==> src/rtl/aux_req_framer.sv <==
module aux_req_framer #(
  parameter int          MAXB     = 20,
  parameter logic [19:0] KEY_ADDR = 20'h68007
) (
  input  logic                          clk,
  input  logic                          rst_n,
  input  logic                          pl_we,
  input  logic [$clog2(MAXB-4)-1:0]     pl_idx,
  input  logic [7:0]                    pl_byte,
  input  logic                          cmd_valid,
  output logic                          cmd_ready,
  input  logic [3:0]                    cmd_req,
  input  logic [19:0]                   cmd_addr,
  input  logic [$clog2(MAXB+1)-1:0]     cmd_len,
  output logic                          frm_valid,
  output logic [1:0]                    frm_err,
  output logic [$clog2(MAXB+1)-1:0]     frm_tx_len,
  output logic [$clog2(MAXB+1)-1:0]     frm_rx_expect,
  output logic                          frm_key,
  input  logic [$clog2((MAXB+3)/4)-1:0] tx_widx,
  output logic [31:0]                   tx_word,
  input  logic                          rx_we,
  input  logic [$clog2((MAXB+3)/4)-1:0] rx_widx,
  input  logic [31:0]                   rx_wdata,
  input  logic                          rx_done,
  input  logic [$clog2(MAXB+1)-1:0]     rx_len,
  output logic                          rsp_valid,
  output logic                          rsp_err,
  output logic [3:0]                    rsp_code,
  output logic [$clog2(MAXB+1)-1:0]     rsp_count,
  input  logic [$clog2(MAXB+1)-1:0]     rd_idx,
  output logic [7:0]                    rd_byte
);
  localparam int PLB = MAXB - 4;
  localparam int NW  = (MAXB + 3) / 4;
  localparam int LW  = $clog2(MAXB + 1);
  localparam int IW  = $clog2(NW);
  localparam int PW  = $clog2(PLB);

  logic [7:0]  plbuf [PLB];
  logic [7:0]  txb   [MAXB];
  logic [7:0]  nb    [MAXB];
  logic [31:0] rxw   [NW];
  logic [3:0]  base;
  logic        is_wr, is_rd, too_big, rd_q, rx_bad;
  logic [1:0]  err_c;
  logic [LW-1:0] txl, rxe, len_q, eff, cnt;
  logic [7:0]  b1;

  assign cmd_ready = 1'b1;
  assign base    = cmd_req & 4'hB;
  assign is_wr   = (base == 4'h0) || (base == 4'h2) || (base == 4'h8);
  assign is_rd   = (base == 4'h1) || (base == 4'h9);
  assign too_big = is_wr ? (int'(cmd_len) > PLB) : (int'(cmd_len) > MAXB - 1);
  assign err_c   = !(is_wr || is_rd) ? 2'd1 : too_big ? 2'd2 : 2'd0;

  always_comb begin
    if (err_c != 2'd0)    txl = '0;
    else if (cmd_len == 0) txl = LW'(3);
    else if (is_wr)        txl = LW'(4) + cmd_len;
    else                   txl = LW'(4);
    if (err_c != 2'd0)     rxe = '0;
    else if (is_wr)        rxe = LW'(2);
    else                   rxe = cmd_len + LW'(1);
  end

  always_comb begin
    for (int i = 0; i < MAXB; i++) nb[i] = 8'h00;
    if (err_c == 2'd0) begin
      nb[0] = {cmd_req, cmd_addr[19:16]};
      nb[1] = cmd_addr[15:8];
      nb[2] = cmd_addr[7:0];
      if (cmd_len != 0) nb[3] = 8'(cmd_len) - 8'd1;
      for (int i = 4; i < MAXB; i++)
        if (is_wr && (i - 4) < int'(cmd_len)) nb[i] = plbuf[PW'(i - 4)];
    end
  end

  always_ff @(posedge clk)
    if (pl_we) plbuf[pl_idx] <= pl_byte;

  always_ff @(posedge clk) begin
    if (!rst_n) begin
      frm_valid <= 1'b0; frm_err <= '0; frm_tx_len <= '0; frm_rx_expect <= '0;
      frm_key <= 1'b0; rd_q <= 1'b0; len_q <= '0;
      for (int i = 0; i < MAXB; i++) txb[i] <= 8'h00;
    end else begin
      frm_valid <= cmd_valid && cmd_ready;
      if (cmd_valid && cmd_ready) begin
        frm_err       <= err_c;
        frm_tx_len    <= txl;
        frm_rx_expect <= rxe;
        frm_key       <= (err_c == 2'd0) && (base == 4'h8) && (cmd_addr == KEY_ADDR);
        rd_q          <= is_rd;
        len_q         <= cmd_len;
        for (int i = 0; i < MAXB; i++) txb[i] <= nb[i];
      end
    end
  end

  always_comb begin
    tx_word = '0;
    for (int k = 0; k < NW; k++)
      if (int'(tx_widx) == k)
        for (int j = 0; j < 4; j++)
          if (4 * k + j < MAXB) tx_word[31 - 8 * j -: 8] = txb[4 * k + j];
  end

  always_ff @(posedge clk) begin
    if (!rst_n) begin
      for (int k = 0; k < NW; k++) rxw[k] <= '0;
    end else if (rx_we && int'(rx_widx) < NW) begin
      rxw[rx_widx] <= rx_wdata;
    end
  end

  function automatic logic [7:0] rxb(input int k);
    if (k >= 4 * NW) return 8'h00;
    return rxw[IW'(k / 4)][8 * (3 - k % 4) +: 8];
  endfunction

  assign rx_bad = (rx_len == 0) || (int'(rx_len) > MAXB) || (frm_rx_expect == 0);
  assign eff    = (rx_len < frm_rx_expect) ? rx_len : frm_rx_expect;
  assign b1     = rxb(1);

  always_comb begin
    if (rx_bad)       cnt = '0;
    else if (rd_q)    cnt = eff - LW'(1);
    else if (eff > 1) cnt = (b1 < 8'(len_q)) ? LW'(b1) : len_q;
    else              cnt = len_q;
  end

  always_ff @(posedge clk) begin
    if (!rst_n) begin
      rsp_valid <= 1'b0; rsp_err <= 1'b0; rsp_code <= '0; rsp_count <= '0;
    end else begin
      rsp_valid <= rx_done;
      if (rx_done) begin
        rsp_err   <= rx_bad;
        rsp_code  <= rxw[0][31:28];
        rsp_count <= cnt;
      end
    end
  end

  assign rd_byte = (rd_idx < rsp_count) ? rxb(int'(rd_idx) + 1) : 8'h00;

  p_frm_pulse_r13: assert property (@(posedge clk) disable iff (!rst_n)
    frm_valid |-> $past(cmd_valid));
  p_rsp_pulse_r13: assert property (@(posedge clk) disable iff (!rst_n)
    rsp_valid |-> $past(rx_done));
  p_nosend_r7: assert property (@(posedge clk) disable iff (!rst_n)
    (frm_valid && frm_err != 2'd0) |-> (frm_tx_len == 0 && frm_rx_expect == 0));
  p_txcap_r5: assert property (@(posedge clk) disable iff (!rst_n)
    (frm_valid && frm_err == 2'd0) |-> (int'(frm_tx_len) <= MAXB && frm_tx_len >= 3));
  p_key_r9: assert property (@(posedge clk) disable iff (!rst_n)
    frm_key |-> (!rd_q && frm_err == 2'd0));
  p_rdcnt_r10: assert property (@(posedge clk) disable iff (!rst_n)
    (rsp_valid && rd_q && !rsp_err && !frm_valid) |-> (rsp_count < frm_rx_expect));
  p_wrcnt_r11: assert property (@(posedge clk) disable iff (!rst_n)
    (rsp_valid && !rd_q && !rsp_err && !frm_valid) |-> (rsp_count <= len_q));
  p_bad_r12: assert property (@(posedge clk) disable iff (!rst_n)
    (rsp_valid && rsp_err) |-> (rsp_count == 0));
endmodule

==> config.mk <==
export PLATFORM = sky130hd
export DESIGN_NAME = aux_req_framer
export DESIGN_NICKNAME = d
export VERILOG_FILES = /design/src/rtl/aux_req_framer.sv
export SDC_FILE = /design/constraint.sdc
export NUM_CORES = 1
export LEC_CHECK = 0
export CAP_MARGIN = 10
export CORE_MARGIN = 4
export CORE_UTILIZATION = 46
export CTS_BUF_LIST = sky130_fd_sc_hd__clkbuf_4
export DETAILED_ROUTE_END_ITERATION = 12
export HOLD_SLACK_MARGIN = 0.02
export PLACE_DENSITY = 0.66
export RECOVER_POWER = 25
export SYNTH_ARGS = -nofsm -noshare
export SYNTH_HDL_FRONTEND = slang
export SYNTH_SLANG_ARGS = --single-unit
==> constraint.sdc <==
create_clock -name clk -period 9.64 [get_ports clk]
set_input_delay 1.928 -clock clk [delete_from_list [all_inputs] [get_ports clk]]
set_output_delay 1.928 -clock clk [all_outputs]
set_load 0.05 [all_outputs]
# After elaboration in Yosys (flattened, before gate mapping)
# Memories as Yosys holds them, arrays and structs flattened. A register that Yosys moved wholly into a read port is not among the register bits.
# Cells that the tools add are included.
[totals]
ram_bits = 448
latch_bits = 0
romBits = 0
mem_count = 3
word_cells = 184
reg_bits = 27
[classes]
n_lt_le_gt_ge = 25
n_reduce_logical = 36
n_mul = 0
div_mod_pow = 0
n_eq_ne = 9
bitwise = 21
muxes = 72
shift = 1
add_sub_neg = 7
[memory_table]
columns = ["memory", "words", "width", "read_ports", "rd_ports_with_merged_regs", "wr", "line_no", "text"]
rows = [
  ["rxw", 5, 32, 3, 1, 5, "43", "logic [31:0] rxw [NW];"],
  ["txb", 20, 8, 20, 0, 20, "41", "logic [7:0] txb [MAXB];"],
  ["plbuf", 16, 8, 16, 0, 1, "40", "logic [7:0] plbuf [PLB];"],
]
[ops]
columns = ["op", "count"]
rows = [
  ["$mux 8", 40],
  ["$mux 32", 6],
  ["$mux 160", 1],
  ["$mux 5", 10],
  ["$lt 4x5->1 const A", 8],
  ["$reduce_or 32->1", 1],
  ["$shiftx 32x7->8", 1],
  ["$eq 20x19->1 const B", 1],
  ["$lt 3x5->1 const A", 4],
  ["$or 1x1->1", 20],
  ["$logic_and 1x1->1", 19],
  ["$eq 3x3->1 const B", 5],
  ["$gt 5x5->1 const B", 3],
  ["$logic_not 5->1", 3],
  ["$mux 1", 12],
  ["$lt 1x5->1 const A", 2],
  ["$lt 2x5->1 const A", 2],
  ["$lt 5x5->1", 2],
  ["$lt 8x5->1", 1],
  ["$add 5x1->6 const B", 1],
  ["$eq 3x2->1 const B", 2],
  ["$ge 6x5->1 const B", 1],
  ["$logic_or 1x1->1", 6],
  ["$sub 5x1->6 const B", 1],
  ["18 further kinds", 19],
]

# Logic depth before layout (Yosys ltp)
[logic_depth]
word_depth = 9
depth_mapped = 13

# Worst setup path after synthesis
# OpenSTA, ideal clock, no wires.
[synth_path]
path_kind = "input -> output"
startpoint = "in rd_idx[0]"
endpoint = "out rd_byte[0]"
slack_ps = 3608
n_path_buf = 2
t_required_ps = 7712
arrival_ps = 4104
stages = 9
cell_sequence = "ha_1 > buf_6 > nand3_4 > xnor2_4 > buf_2 > mux4_2 > a22o_1 > a21oi_1 > o211ai_1"
[synth_between]
elab_chain_cells = 8
[synth_rtl]
columns = ["item", "line_no", "text"]
rows = [
  ["from (decl)", "31", "input logic [$clog2(MAXB+1)-1:0] rd_idx,"],
  ["$add 5x1->6", "146", "assign rd_byte = (rd_idx < rsp_count) ? rxb(int'(rd_idx) + 1) : 8'h00;"],
  ["$reduce_or 2->1 (no source line)", "n/a", ""],
  ["$and 1x1->1 (no source line)", "n/a", ""],
  ["$add 3x1->3 (no source line)", "n/a", ""],
  ["$mem_v2 5x32", "n/a", ""],
  ["$shiftx 32x7->8", "119", "return rxw[IW'(k / 4)][8 * (3 - k % 4) +: 8];"],
  ["$mux 8", "119", ""],
  ["$mux 8 (*)", "146", ""],
  ["to (decl)", "32", "output logic [7:0] rd_byte"],
]
# Mark *: on every way between the ends. The rest lies on a longest branch, timed or not.

# Worst setup path after layout
[layout_path]
startpoint = "in rd_idx[2]"
endpoint = "out rd_byte[5]"
[layout_between]
elab_chain_cells = 6
[layout_rtl]
columns = ["item", "line_no"]
rows = [
  ["$add 5x1->6", "146"],
  ["$add 3x1->3 (no source line)", "n/a"],
  ["$mem_v2 5x32", "n/a"],
  ["$shiftx 32x7->8", "119"],
  ["$mux 8", "119"],
  ["$mux 8 (*)", "146"],
]
# Marked as above.

==> run summary <==
The clock drives 573 sinks. The total congestion overflow is 0. For this run, the leading register cell type out of synthesis is edfxtp_1. The level count of the clock H-tree came out at 4.

Dividing the synthesized area by the synthesized cell count gives 15.27 sq um. The number of instances in the synthesized netlist is 1598. The count of final setup violators came out at 0. The fraction of final layout cells sized beyond drive strength 1 came out at 0.1633. The buffer depth of the longest clock path came out at 3. The DRC violations left came out at 0. The top fanout value on the critical path is 15. The setup TNS came out at 0 ps. The post-synthesis cell area came out at 24410 sq um. The first-pass GRT wire length is 90120 um. The part of the total power dissipated in combinational logic is 0.094. The achievable clock frequency is 124.5 MHz. The internal portion of the total power is 0.004141 W. The total count of hold-check failures in the final report is 0.

The number of enable flip-flop cells after synthesis came out at 542. The number of nets at the end of the flow came out at 2064. Power spread over the standard cell area amounts to 189.4 nW/um^2. The layout overhead on the synthesized area is 18.41%. The die extent in x came out at 238.4 um. The number of antenna violations at the first check in global routing came out at 9. The number of buffers inserted by hold repair at cts came out at 0.

The floorplan step defined a die boundary enclosing 56810 sq um. Synthesis inferred 573 register bits. The count of cells resized by post-cts repair came out at 0. The kind of end point of the critical path is an output pin. The worst-case IR drop observed on VDD is 0.1433 mV. The power share of the sequential group is 0.529. The max-slew violation count came out at 0. The number of global-route vias before repair came to 15160. The leakage dissipation came out at 10.78 nW.

The number of cells on the worst reg-to-reg path came out at 12. Counting tap cells, the placed design contains a total of 2487 instances. The final clock period utilization by the worst path is 0.8331. Routability-driven placement finished with a final weighted congestion of 0.8355. For the pin with the worst max-slew slack, the measured transition is 1196 ps.

Across every metal layer, demand over resource in global routing totals 0.2112. In this run the register-to-register setup slack is 6330 ps. The worst endpoint required time came out at 7710 ps. The clock-pin transition on the worst setup and hold timing paths came out at 60 ps. The average wire length per cell after detail routing came out at 21.74 um. The worst setup path category is in -> out. The launch point of the worst reg-to-reg path is frm_rx_expect[4]. The worst clock skew on the final layout is 31.71 ps. The worst max-slew margin expressed relative to the limit is 0.1968.

The reg-to-reg critical path endpoint is rsp_count[2]. The switching power as a share of total power is 0.2437. The critical path starts at rd_idx[2].

In this run the most critical hold path is launched from frm_tx_len[2]. The worst setup path is launched from an input port. The count of warnings emitted by yosys is 0. The largest net degree at the start of global routing came out at 89. The core region is 52550 sq um. The sequential fraction of the synthesis area came out at 0.6922. The routed design has 59650 um of wire. The number of maximum-capacitance violations came out at 0. Following the worst setup path forward leads to its endpoint at rd_byte[5]. The initial standard-cell utilization of the core is 0.4645.

Of the total power, the clock network draws 0.377. The height of the die came out at 238.4 um. After routing the design area is 28900 sq um. Setup repair after global routing left no endpoint under its margin. The root buffer cell chosen for the clock tree is clkbuf_4. Clock latency on the worst-skew pair, taken at its later pin, is 930 ps. After the flow finishes, the layout carries non-filler instances totaling 2744. The number of buffers created by CTS came out at 147.

The number of placed I/O pins is 161. After detailed routing, the number of vias per cell comes to 5.373. The cell row count came out at 84.

The share of flip-flops with an asynchronous set or reset after synthesis came out at 0. The distinct cell type count of the synthesized netlist came out at 71. The wire-length estimate of the detail-placed layout is 37720 um. The count of port buffers added during placement is 159. The critical path data arrival time is 6100 ps. Before antenna repair, the detailed router went through 6 iterations. The class of the tightest hold or removal check is reg -> reg.

TritonCTS built the clock tree. The number of DRC markers in iteration 0 is 1151. The clock period could shrink to 8031 ps. The switching power came out at 0.001334 W.

The run finished with clean final reports. The remaining antenna violation count after routing came out at 0. The vias after detailed routing came out at 14744. The number of buffers added for setup after CTS came out at 0. The cell area after placement came out at 27040 sq um.
-- power by group through the flow --
stage | Combinational, W | Sequential, W | Clock, W
final | 0.000514 | 0.00289 | 0.00207
after global routing | 0.000553 | 0.00290 | 0.00226
after CTS | 0.000521 | 0.00289 | 0.00212
after detailed placement | 0.000519 | 0.00295 | 0
after global placement | 0.000512 | 0.00294 | 0
after floorplan | 0.000309 | 0.00294 | 0
-- cell usage after synthesis, types with 4 or more instances --
master,instances,area (sq um)
nand2b_1,9,56.30
nor2_1,68,255.2
ha_1,20,250.2
and2_1,255,1595
o21ai_0,39,195.2
nand3_1,21,105.1
mux4_1,14,367.9
a221o_1,4,40.04
nor3_1,14,70.07
dfxtp_1,31,620.6
a22o_1,20,175.2
buf_2,11,55.05
nor2b_1,22,137.6
buf_6,9,101.4
o2111ai_1,6,52.55
mux2_2,6,67.56
nor4_1,4,25.02
edfxtp_1,542,16280
mux2i_1,38,380.4
a22oi_1,13,97.59
xnor2_1,7,61.31
a21oi_1,41,205.2
o211ai_1,8,60.06
inv_1,46,172.7
clkbuf_1,51,191.4
nand2_1,82,307.8
and3_1,69,431.7
nor3b_1,4,30.03
o22ai_1,17,106.4
a32oi_1,6,52.55
mux4_2,56,1261
-- per-stage QoR --
stage	power, W	utilization	setup slack [ps]	hold WS, ps
final	0.005475	0.5500	1609	477.1
after global routing	0.005714	0.5499	1344	497.4
after CTS	0.005537	0.5497	1563	477.6
after detailed placement	0.003465	0.5145	1580	463.3
after global placement	0.003455	0.5145	1662	452.8
after floorplan	0.003252	-	3608	463.6
-- flip-flops by register name (all words and copies together), names as in the netlist --
name           flops
frm_rx_expect      5
frm_valid          1
rsp_err            1
frm_err            2
rsp_count          5
len_q              5
frm_tx_len         5
txb              158
rsp_valid          1
rd_q               1
frm_key            1
plbuf            128
rxw              256
rsp_code           4
-- placed cells by master (no fill, tap or decap), types with 25 or more instances in the layout --
master	synthesis	routed
dlygate4sd3_1	0	45
o21ai_0	39	39
inv_1	46	45
edfxtp_1	542	542
and2_1	255	255
dfxtp_1	31	31
clkdlybuf4s50_1	0	113
a21oi_1	41	41
nor2_1	68	68
mux2i_1	38	38
nand2_1	82	82
and3_1	69	66
clkinv_1	0	25
conb_1	2	97
clkbuf_4	0	206
mux4_2	56	56
-- routing by layer --
| layer | vias to the layer above | global-route usage | part of all wire |
|---|---|---|---|
| li1 | 6748 | - | - |
| met1 | 7284 | 0.2734 | 0.41 |
| met2 | 583 | 0.3418 | 0.49 |
| met3 | 123 | 0.05224 | 0.071 |
| met4 | 6 | 0.09305 | 0.031 |
| met5 | - | 0 | 0.00062 |
-- critical path: stages --
cell and delay (ps):
clkdlybuf4s50_1 910, nand3_2 190, xnor2_2 680, buf_4 370, mux4_2 540, mux2_2 280
a21oi_1 280, o211ai_1 180, clkdlybuf4s50_1 750
-- worst min path at each step --
stage	endpoint	slack, ps	depth (start not counted)
2_1_floorplan	rd_q	460	2
3_3_place_gp	frm_tx_len[2]	450	2
3_5_place_dp	frm_tx_len[2]	460	2
4_1_cts	frm_tx_len[2]	480	2
5_1_grt	frm_tx_len[4]	500	1
6_report	frm_tx_len[2]	480	2
-- kinds of logic after synthesis --
| kind of cell | share of synthesized area |
|---|---|
| and+or+nand+nor | 0.1323 |
| muxes | 0.08509 |
| AOI/OAI and AO/OA | 0.04978 |
| adders and majority gates | 0.01025 |
| DFF | 0.6922 |
| buffers and inverters | 0.02353 |
| other | 0.0003077 |
| xor gates and xnor gates | 0.006511 |
-- final cells by class --
| cell class | count | area, sq um |
|---|---|---|
| Fill cell | 4335 | 23650 |
| Antenna cell | 5 | 12.51 |
| Clock buffer | 206 | 1546 |
| Timing Repair Buffer | 185 | 1788 |
| Sequential cell | 573 | 16900 |
| Tap cell | 688 | 860.8 |
| Clock inverter | 45 | 305.3 |
| Multi-Input combinational cell | 996 | 7316 |
| Inverter | 46 | 177.7 |
(Power assumes the default switching activity.)
